==> src/rtl/tick_timer_pkg.sv <==
package tick_timer_pkg;
  typedef enum logic {
    SEL_COUNT = 1'b0,
    SEL_LIMIT = 1'b1
  } tick_sel_e;
endpackage

==> src/rtl/tick_counter.sv <==
module tick_counter #(
  parameter int CNT_W = 63,
  localparam int DW = CNT_W + 1
) (
  input  logic             clk_i,
  input  logic             rst_ni,
  input  logic             en_i,
  input  logic             ld_i,
  input  logic [DW-1:0]    ld_data_i,
  output logic [CNT_W-1:0] count_o,
  output logic             npt_o
);
  logic [CNT_W-1:0] count_q;
  logic             npt_q;

  always_ff @(posedge clk_i or negedge rst_ni) begin
    if (!rst_ni) begin
      count_q <= '0;
      npt_q   <= 1'b1;
    end else if (ld_i) begin
      count_q <= ld_data_i[CNT_W-1:0];
      npt_q   <= ld_data_i[CNT_W];
    end else if (en_i) begin
      count_q <= count_q + 1'b1;
    end
  end

  assign count_o = count_q;
  assign npt_o   = npt_q;


  count_inc_chk: assert property (@(posedge clk_i) disable iff (!rst_ni)
    ($past(rst_ni) && $past(en_i) && !$past(ld_i)) |-> (count_q == $past(count_q) + 1'b1));

  count_hold_chk: assert property (@(posedge clk_i) disable iff (!rst_ni)
    ($past(rst_ni) && !$past(en_i) && !$past(ld_i)) |-> $stable(count_q));

  count_load_chk: assert property (@(posedge clk_i) disable iff (!rst_ni)
    ($past(rst_ni) && $past(ld_i)) |-> ({npt_q, count_q} == $past(ld_data_i)));
endmodule

==> src/rtl/tick_compare.sv <==
module tick_compare #(
  parameter int CNT_W        = 63,
  parameter bit ZERO_DISARMS = 1'b1,
  localparam int DW = CNT_W + 1
) (
  input  logic             clk_i,
  input  logic             rst_ni,
  input  logic [CNT_W-1:0] count_i,
  input  logic             wr_i,
  input  logic [DW-1:0]    wr_data_i,
  input  logic             ack_i,
  output logic [DW-1:0]    limit_o,
  output logic             pend_o
);
  logic [DW-1:0] limit_q;
  logic          pend_q;
  logic          armed;
  logic          hit;

  generate
    if (ZERO_DISARMS) begin : g_zero_off
      assign armed = !limit_q[CNT_W] && (limit_q[CNT_W-1:0] != '0);
    end else begin : g_zero_live
      assign armed = !limit_q[CNT_W];
    end
  endgenerate

  assign hit = armed && (count_i == limit_q[CNT_W-1:0]);

  always_ff @(posedge clk_i or negedge rst_ni) begin
    if (!rst_ni) begin
      limit_q <= {1'b1, {CNT_W{1'b0}}};
      pend_q  <= 1'b0;
    end else begin
      if (wr_i) limit_q <= wr_data_i;
      if (hit)        pend_q <= 1'b1;
      else if (ack_i) pend_q <= 1'b0;
    end
  end

  assign limit_o = limit_q;
  assign pend_o  = pend_q;


  pend_match_chk: assert property (@(posedge clk_i) disable iff (!rst_ni)
    $rose(pend_q) |-> ($past(count_i) == $past(limit_q[CNT_W-1:0])));

  pend_disabled_chk: assert property (@(posedge clk_i) disable iff (!rst_ni)
    $rose(pend_q) |-> !$past(limit_q[CNT_W]));

  pend_sticky_chk: assert property (@(posedge clk_i) disable iff (!rst_ni)
    ($past(rst_ni) && $past(pend_q) && !$past(ack_i)) |-> pend_q);
endmodule

==> src/rtl/tick_access.sv <==
module tick_access
  import tick_timer_pkg::*;
#(
  parameter int DW = 64
) (
  input  logic          clk_i,
  input  logic          rst_ni,
  input  logic          wr_en_i,
  input  logic          rd_en_i,
  input  logic          sel_i,
  input  logic          priv_i,
  input  logic          npt_i,
  input  logic [DW-1:0] count_full_i,
  input  logic [DW-1:0] limit_i,
  output logic          cnt_wr_o,
  output logic          cmp_wr_o,
  output logic [DW-1:0] rdata_o,
  output logic          rd_valid_o,
  output logic          trap_o
);
  tick_sel_e sel;
  logic      rd_ok;
  logic      bad;
  logic [DW-1:0] rdata_q;
  logic          rd_valid_q;
  logic          trap_q;

  assign sel      = tick_sel_e'(sel_i);
  assign cnt_wr_o = wr_en_i && priv_i && (sel == SEL_COUNT);
  assign cmp_wr_o = wr_en_i && priv_i && (sel == SEL_LIMIT);
  // unprivileged: compare never readable, count only with trap flag clear
  assign rd_ok    = rd_en_i && (priv_i || ((sel == SEL_COUNT) && !npt_i));
  assign bad      = (wr_en_i && !priv_i) || (rd_en_i && !rd_ok);

  always_ff @(posedge clk_i or negedge rst_ni) begin
    if (!rst_ni) begin
      rdata_q    <= '0;
      rd_valid_q <= 1'b0;
      trap_q     <= 1'b0;
    end else begin
      rd_valid_q <= rd_ok;
      trap_q     <= bad;
      if (rd_ok) rdata_q <= (sel == SEL_LIMIT) ? limit_i : count_full_i;
      else       rdata_q <= '0;
    end
  end

  assign rdata_o    = rdata_q;
  assign rd_valid_o = rd_valid_q;
  assign trap_o     = trap_q;


  npt_block_chk: assert property (@(posedge clk_i) disable iff (!rst_ni)
    ($past(rst_ni) && $past(rd_en_i && !priv_i && npt_i && !sel_i)) |-> (trap_q && !rd_valid_q));

  unpriv_wr_chk: assert property (@(posedge clk_i) disable iff (!rst_ni)
    ($past(rst_ni) && $past(wr_en_i && !priv_i)) |-> trap_q);

  unpriv_cmp_rd_chk: assert property (@(posedge clk_i) disable iff (!rst_ni)
    ($past(rst_ni) && $past(rd_en_i && !priv_i && sel_i)) |-> (trap_q && !rd_valid_q));

  priv_rd_chk: assert property (@(posedge clk_i) disable iff (!rst_ni)
    ($past(rst_ni) && $past(rd_en_i && priv_i)) |-> rd_valid_q);
endmodule

==> src/rtl/tick_timer.sv <==
module tick_timer #(
  parameter int CNT_W        = 63,
  parameter bit ZERO_DISARMS = 1'b1
) (
  input  logic           clk_i,
  input  logic           rst_ni,
  input  logic           cnt_en_i,
  input  logic           wr_en_i,
  input  logic           rd_en_i,
  input  logic           sel_i,
  input  logic           priv_i,
  input  logic [CNT_W:0] wdata_i,
  input  logic           ack_i,
  output logic [CNT_W:0] rdata_o,
  output logic           rd_valid_o,
  output logic           trap_o,
  output logic           irq_o
);
  localparam int DW = CNT_W + 1;

  logic [CNT_W-1:0] count;
  logic             npt;
  logic [DW-1:0]    limit;
  logic             cnt_wr;
  logic             cmp_wr;

  tick_counter #(.CNT_W(CNT_W)) u_counter (
    .clk_i     (clk_i),
    .rst_ni    (rst_ni),
    .en_i      (cnt_en_i),
    .ld_i      (cnt_wr),
    .ld_data_i (wdata_i),
    .count_o   (count),
    .npt_o     (npt)
  );

  tick_compare #(.CNT_W(CNT_W), .ZERO_DISARMS(ZERO_DISARMS)) u_compare (
    .clk_i     (clk_i),
    .rst_ni    (rst_ni),
    .count_i   (count),
    .wr_i      (cmp_wr),
    .wr_data_i (wdata_i),
    .ack_i     (ack_i),
    .limit_o   (limit),
    .pend_o    (irq_o)
  );

  tick_access #(.DW(DW)) u_access (
    .clk_i        (clk_i),
    .rst_ni       (rst_ni),
    .wr_en_i      (wr_en_i),
    .rd_en_i      (rd_en_i),
    .sel_i        (sel_i),
    .priv_i       (priv_i),
    .npt_i        (npt),
    .count_full_i ({npt, count}),
    .limit_i      (limit),
    .cnt_wr_o     (cnt_wr),
    .cmp_wr_o     (cmp_wr),
    .rdata_o      (rdata_o),
    .rd_valid_o   (rd_valid_o),
    .trap_o       (trap_o)
  );
endmodule

==> config.mk <==
export PLATFORM = sky130hd
export DESIGN_NAME = tick_timer
export DESIGN_NICKNAME = d
export VERILOG_FILES = /design/src/rtl/tick_timer_pkg.sv /design/src/rtl/tick_counter.sv /design/src/rtl/tick_compare.sv /design/src/rtl/tick_access.sv /design/src/rtl/tick_timer.sv
export SDC_FILE = /design/constraint.sdc
export NUM_CORES = 1
export LEC_CHECK = 0
export BUFFER_PORTS_ARGS = -buffer_cell sky130_fd_sc_hd__buf_2
export CORE_MARGIN = 1.5
export CORE_UTILIZATION = 30
export DETAILED_ROUTE_END_ITERATION = 8
export GPL_ROUTABILITY_DRIVEN = 0
export HOLD_SLACK_MARGIN = 0.06
export PLACE_DENSITY_LB_ADDON = 0.15
export SLEW_MARGIN = 40
export SYNTH_ARGS = -nofsm -noshare
export SYNTH_HDL_FRONTEND = slang
export SYNTH_SLANG_ARGS = --single-unit
==> constraint.sdc <==
create_clock -name clk_i -period 2.5 [get_ports clk_i]
set_input_delay 0.5 -clock clk_i [delete_from_list [all_inputs] [get_ports clk_i]]
set_output_delay 0.5 -clock clk_i [all_outputs]
set_load 0.005 [all_outputs]
==> run summary, run 1 <==
total track usage: 0.1879
Post-CTS Resized: 0
slowest stage delay, CP: 0.48 ns
Switching Fraction: 0.3369
f_max: 0.4480 GHz
Max-Cap Viols: 0
commonest cells in the netlist: dfrtp_1 (193), nor2_1 (112), mux2i_1 (65), mux2_2 (64), nand2_1 (49)
Power Density: 799.3 nW/um2
total negative slack: 0 ns
Clock transition at path regs: 0.08 ns
first-pass GRT wire length: 46570 um
area leader, netlist: dfrtp_1
CP startpoint kind: flip-flop
Residual DRC: 0
Worst EP required: 2.88 ns
syn nets: 981
Synth Instances: 908
Die Height: 181.9 um
Port Buf Inserts: 138
worst-margin pin slew: 0.7378 ns
initial antenna violation count: 0
Sw Pwr: 3119 uW
Worst Setup End Kind: flip-flop
Crit Path Class: reg2reg
Starting DRT DRC Count: 429
register area share after synthesis: 0.5087
mapped cell area: 9597 um2
Peak VDD IR: 529.9 uV
Setup Viol. Count Final: 0
synth top area cells: dfrtp_1 (50%), mux2_2 (7.5%), mux2i_1 (6.8%), nor2_1 (4.4%), xnor2_1 (4.1%)
Cell Int Power: 6137 uW
setup slack, reg-to-reg: 0.27 ns
LEAKAGE: 0.005146 uW
drt wl/cell: 20.52 um
Synth top area share: 0.5033
Period minus WS final: 2.232 ns
via count: 7478
grt total ovfl: 0
Die Area: 33070 um2
Mapped Avg Cell Area: 10.57 um2
logic gate share of total power: 0.212
Antenna Violating Nets Remaining: 0
H-Tree Depth: 4
Flop pwr share: 0.465
Clock Path Buffers: 2
Hold Path Class: in2reg
row count: 65
Area growth syn-to-layout: 20.67%
run status: complete, no violations
io pins: 139
Vias per Instance: 5.104
Arr. time, crit path: 2.61 ns
CTS tree: done
TritonRoute pass-1 iters: 7
total power: 9256 uW
Hold Vio Cnt, Final: 0
core area: 31560 um2
relative slew slack: 0.5081
crit path cell chain: nand4_1 -> nor2_1 -> nand4b_2 -> buf_4 -> or3_2 -> a31oi_1
Initial Utilization: 0.3041
largest net degree at the start of global routing: 54
Critical-path top delay cell: dfrtp_1
fin nets: 1123
clock network power share: 0.322
share of synthesized registers carrying an async set or reset: 1.000
Hold Slack: 0.2557 ns
YS warnings: 0
Slew Viols, Final: 0
clk sinks: 195
post-synth cell types: 51
CTS root buf: clkbuf_16
Final HPWL DP: 22460 um
period utilisation layout: 0.8929
number of diodes: 0
Synth Register Bits: 195
RSZ-0062 raised after global routing: false
EDFF count, synth: 0
crit-path max FO: 18
main flop type after synthesis: dfrtp_1
count leader, synth: dfrtp_1
Die Wd: 181.9 um
CTS Buf Count: 17
Clk Latency, worst-skew pair: 0.46 ns
fillcell total: 3238
Placed Area: 10940 um2
post-route cell area: 11580 um2
WL final: 30070 um
number of global-route vias before repair: 7516
share of layout cells above drive strength 1: 0.2728
skew final: 0.01443 ns
cells by family after synthesis:
kind of cell             count (synthesis)  share of synthesized area
buffers and inverters                   72                    0.03025
XOR/XNOR                                86                    0.07849
AND/OR/NAND/NOR                        319                     0.1724
adder cells (fa/ha/maj)                  1                   0.001304
flip-flops                             195                     0.5087
multiplexers                           129                     0.1429
AO/OA/AOI/OAI                          106                    0.06597
placed cells by master (no fill, tap or decap), drive strengths merged, types with 26 or more instances in the layout:
master	instances
nand2	49
a31oi	28
inv	26
mux2	64
nor2	112
o21ai	43
nand4	46
xnor2	45
mux2i	65
xor2	41
buf	177
dfrtp	193
critical path, delay by kind of cell, from the launching register on:
kind                   cells  cell delay [ns]
AOI/OAI and AO/OA          1             0.17
buffers and inverters      1             0.23
DFF                        1             0.48
and+or+nand+nor            4             1.27
what timing repair did:
item / CTS / global route
hold endpoints to repair: 47 / 0
hold buffers: 1 / 0
buffers inserted: 0 / 0
cell type report:
class | count | area (um2) | area share
Sequential cell | 195 | 4882 | 0.4216
Tap cell | 402 | 503.0 | 0.04344
Timing Repair Buffer | 179 | 1050 | 0.09065
Inverter | 16 | 60.06 | 0.005186
Clock buffer | 17 | 425.4 | 0.03674
Multi-Input combinational cell | 641 | 4456 | 0.3848
Clock inverter | 15 | 203.9 | 0.01761
worst paths after layout:
path / start / end / cells after the start
min in group asynchronous: rst_ni / u_compare.limit_o[51]$_DFFE_PN0P_ / 2
worst min-delay path: ack_i / u_compare.pend_o$_DFFE_PN0P_ / 2
max in group asynchronous: rst_ni / u_compare.limit_o[39]$_DFFE_PN0P_ / 3
worst max-delay path: u_counter.count_o[2]$_DFFE_PN0P_ / u_counter.count_o[47]$_DFFE_PN0P_ / 6
worst min register to register: u_counter.npt_o$_DFFE_PN1P_ / u_counter.npt_o$_DFFE_PN1P_ / 2
worst max register to register: u_counter.count_o[2]$_DFFE_PN0P_ / u_counter.count_o[47]$_DFFE_PN0P_ / 6
power by group through the flow:
stage          registers [uW]  clock network [uW]  logic (uW)
6_report                 4310                2980        1960
5_1_grt                  4390                3180        2180
4_1_cts                  4300                3060        2000
3_5_place_dp             4360                   0        1980
3_3_place_gp             4360                   0        1980
2_1_floorplan            4150                   0        1230
sequential cells by signal, summed over array words and instances, names as in the netlist:
name and count:
u_access.rd_valid_o 1, u_access.rdata_o 64, u_access.trap_o 1, u_compare.limit_o 64, u_compare.pend_o 1, u_counter.count_o 63
u_counter.npt_o 1
stage by stage:
step	setup slack, ns	cells	utilization
global placement	0.2282	1432	0.3467
CTS	0.2902	1465	0.3670
global route	0.07979	1465	0.3670
floorplan	0.4718	908	-
detailed placement	0.2528	1432	0.3467
finish	0.2677	1465	0.3670
per-layer routing:
metal,vias up,GRT usage,share of wire
li1,3539,-,-
met1,3753,0.2702,0.50
met4,0,0.05818,0.018
met2,161,0.2928,0.45
met3,25,0.02547,0.031
met5,-,0,0
Note: power is estimated with default switching activity, not from simulation.
==> run 2, diff against run 1 <==
==> constraint.sdc (replaced) <==
create_clock -name clk_i -period 2.6 [get_ports clk_i]
set_input_delay 0.52 -clock clk_i [delete_from_list [all_inputs] [get_ports clk_i]]
set_output_delay 0.52 -clock clk_i [all_outputs]
set_load 0.005 [all_outputs]
==> run 2 against run 1 <==
  * Worst setup slack improved by 0.098 ns
  * First-iteration DRC count rose by 7.5%
  * Non-clock buffer count fell by 6
  * Sequential share of layout area rose by 0.28 points
  * Worst hold slack got worse by 0.17 ns
  * Cell count fell by 0.41%
  * Die area did not move
  * Clock power fell by 12%
  * Maximum frequency barely moved
  * Critical endpoint is now u_counter.count_o[60]$_DFFE_PN0P_
  * Largest cell class unchanged
  * Highest routed layer unchanged
==> run summary, run 2 (synthesized netlist as in run 1, its figures left out) <==
Slew Viols, Final: 0
CTS root buf: clkbuf_16
f_max: 0.4476 GHz
Starting DRT DRC Count: 461
fin cells: 1459
Port Buf Inserts: 138
core area: 31560 um2
Hold Vio Cnt, Final: 0
Clk Latency, worst-skew pair: 0.45 ns
Worst EP required: 2.97 ns
total track usage: 0.1861
relative slew slack: 0.6023
crit-path max FO: 8
Die Area: 33070 um2
crit path cell chain: nand4_1 -> nor2_1 -> nand3_1 -> or4_1 -> a31oi_1
LEAKAGE: 0.005095 uW
CTS tree: done
skew final: 0.01437 ns
slowest stage delay, CP: 0.53 ns
Power Density: 751.3 nW/um2
Arr. time, crit path: 2.61 ns
Post-CTS Resized: 0
number of diodes: 0
CTS Buf Count: 17
Residual DRC: 0
Period minus WS final: 2.234 ns
FF-to-FF path depth: 5
run status: complete, no violations
worst-margin pin slew: 0.5965 ns
RSZ-0062 raised after global routing: false
Die Height: 181.9 um
Clock Path Buffers: 2
Hold Path Class: in2async
Die Wd: 181.9 um
Crit Path Class: reg2reg
Setup Viol. Count Final: 0
Max-Cap Viols: 0
Cells after DPL: 1427
via count: 7446
largest net degree at the start of global routing: 66
Peak VDD IR: 402.0 uV
most frequent cells in the layout: dfrtp_1 (193), buf_2 (136), nor2_1 (111)
fin nets: 1117
initial antenna violation count: 0
fillcell total: 3271
Initial Utilization: 0.3041
Vias per Instance: 5.103
Final Core Density: 0.3646
H-Tree Depth: 4
clk sinks: 195
row count: 65
Critical-path top delay cell: or4_1
total negative slack: 0 ns
commonest non-fill, non-tap cell in the layout: dfrtp_1
share of layout cells above drive strength 1: 0.2696
io pins: 139
Final HPWL DP: 22310 um
Worst Setup End Kind: flip-flop
CP startpoint kind: flip-flop
Clock transition at path regs: 0.08 ns
Area growth syn-to-layout: 19.88%
drt wl/cell: 20.50 um
TritonRoute pass-1 iters: 4
number of global-route vias before repair: 7450
period utilisation layout: 0.8592
CTS Hold Bufs: 0
WL final: 29910 um
Antenna Violating Nets Remaining: 0
Post-CTS Setup Bufs: 0
grt total ovfl: 0
first-pass GRT wire length: 45980 um
## run 2: changes by cell type in the layout (fill, tap and decap cells not counted), sizes merged
| cell | delta |
|---|---|
| dlygate4sd3 | -1 |
| clkinv | +1 |
| inv | -2 |
| bufinv | -2 |
| buf | -5 |
| clkinvlp | +1 |
| clkbuf | +2 |
## run 2: stage by stage
step / total power, uW / hold WS (ns) / setup slack [ns] / area, um2
2_1_floorplan: 5167 / 0.2244 / 0.5518 / 9597
3_3_place_gp: 6080 / 0.4771 / 0.3304 / 10940
3_5_place_dp: 6095 / 0.4784 / 0.3250 / 10940
4_1_cts: 8784 / 0.08757 / 0.3888 / 11500
5_1_grt: 9114 / 0.1195 / 0.2290 / 11500
6_report: 8644 / 0.08929 / 0.3661 / 11500
## run 2: final cells by class
| class | count | area (um2) | share of cell area |
|---|---|---|---|
| Clock inverter | 13 | 111.4 | 0.009679 |
| Tap cell | 402 | 503.0 | 0.04372 |
| Clock buffer | 19 | 452.9 | 0.03937 |
| Inverter | 16 | 60.06 | 0.005220 |
| Multi-Input combinational cell | 641 | 4456 | 0.3873 |
| Sequential cell | 195 | 4882 | 0.4244 |
| Timing Repair Buffer | 173 | 1040 | 0.09038 |
## run 2: power by group
part | leakage (uW) | internal (uW) | switching (uW)
sequential | 0.00239 | 3530 | 630
combinational | 0.00243 | 883 | 978
clock | 0.000278 | 1310 | 1320
## run 2: path summary, 6_finish.rpt
| path | from | to | slack [ns] |
|---|---|---|---|
| min reg2reg | u_counter.npt_o$_DFFE_PN1P_ | u_counter.npt_o$_DFFE_PN1P_ | 0.49 |
| max reg2reg | u_counter.count_o[37]$_DFFE_PN0P_ | u_counter.count_o[60]$_DFFE_PN0P_ | 0.37 |
| min in group clk_i | ack_i | u_compare.pend_o$_DFFE_PN0P_ | 0.28 |
| min | rst_ni | u_access.rdata_o[61]$_DFF_PN0_ | 0.09 |
| max in group asynchronous | rst_ni | u_compare.limit_o[41]$_DFFE_PN0P_ | 1.81 |
| max | u_counter.count_o[37]$_DFFE_PN0P_ | u_counter.count_o[60]$_DFFE_PN0P_ | 0.37 |
## run 2: per-layer routing
metal	wire length, um	part of all wire	track usage	vias up
li1	-	-	-	3519
met1	14440	0.48	0.2660	3725
met2	13570	0.45	0.2868	170
met3	1214	0.041	0.02948	32
met4	690	0.023	0.06182	0
met5	0	0	0	-
## run 2: critical path: cells and delay by family (launching register included)
family          cells  cell delay (ns)
simple gates        4             1.52
compound gates      1             0.17
flops               1             0.46
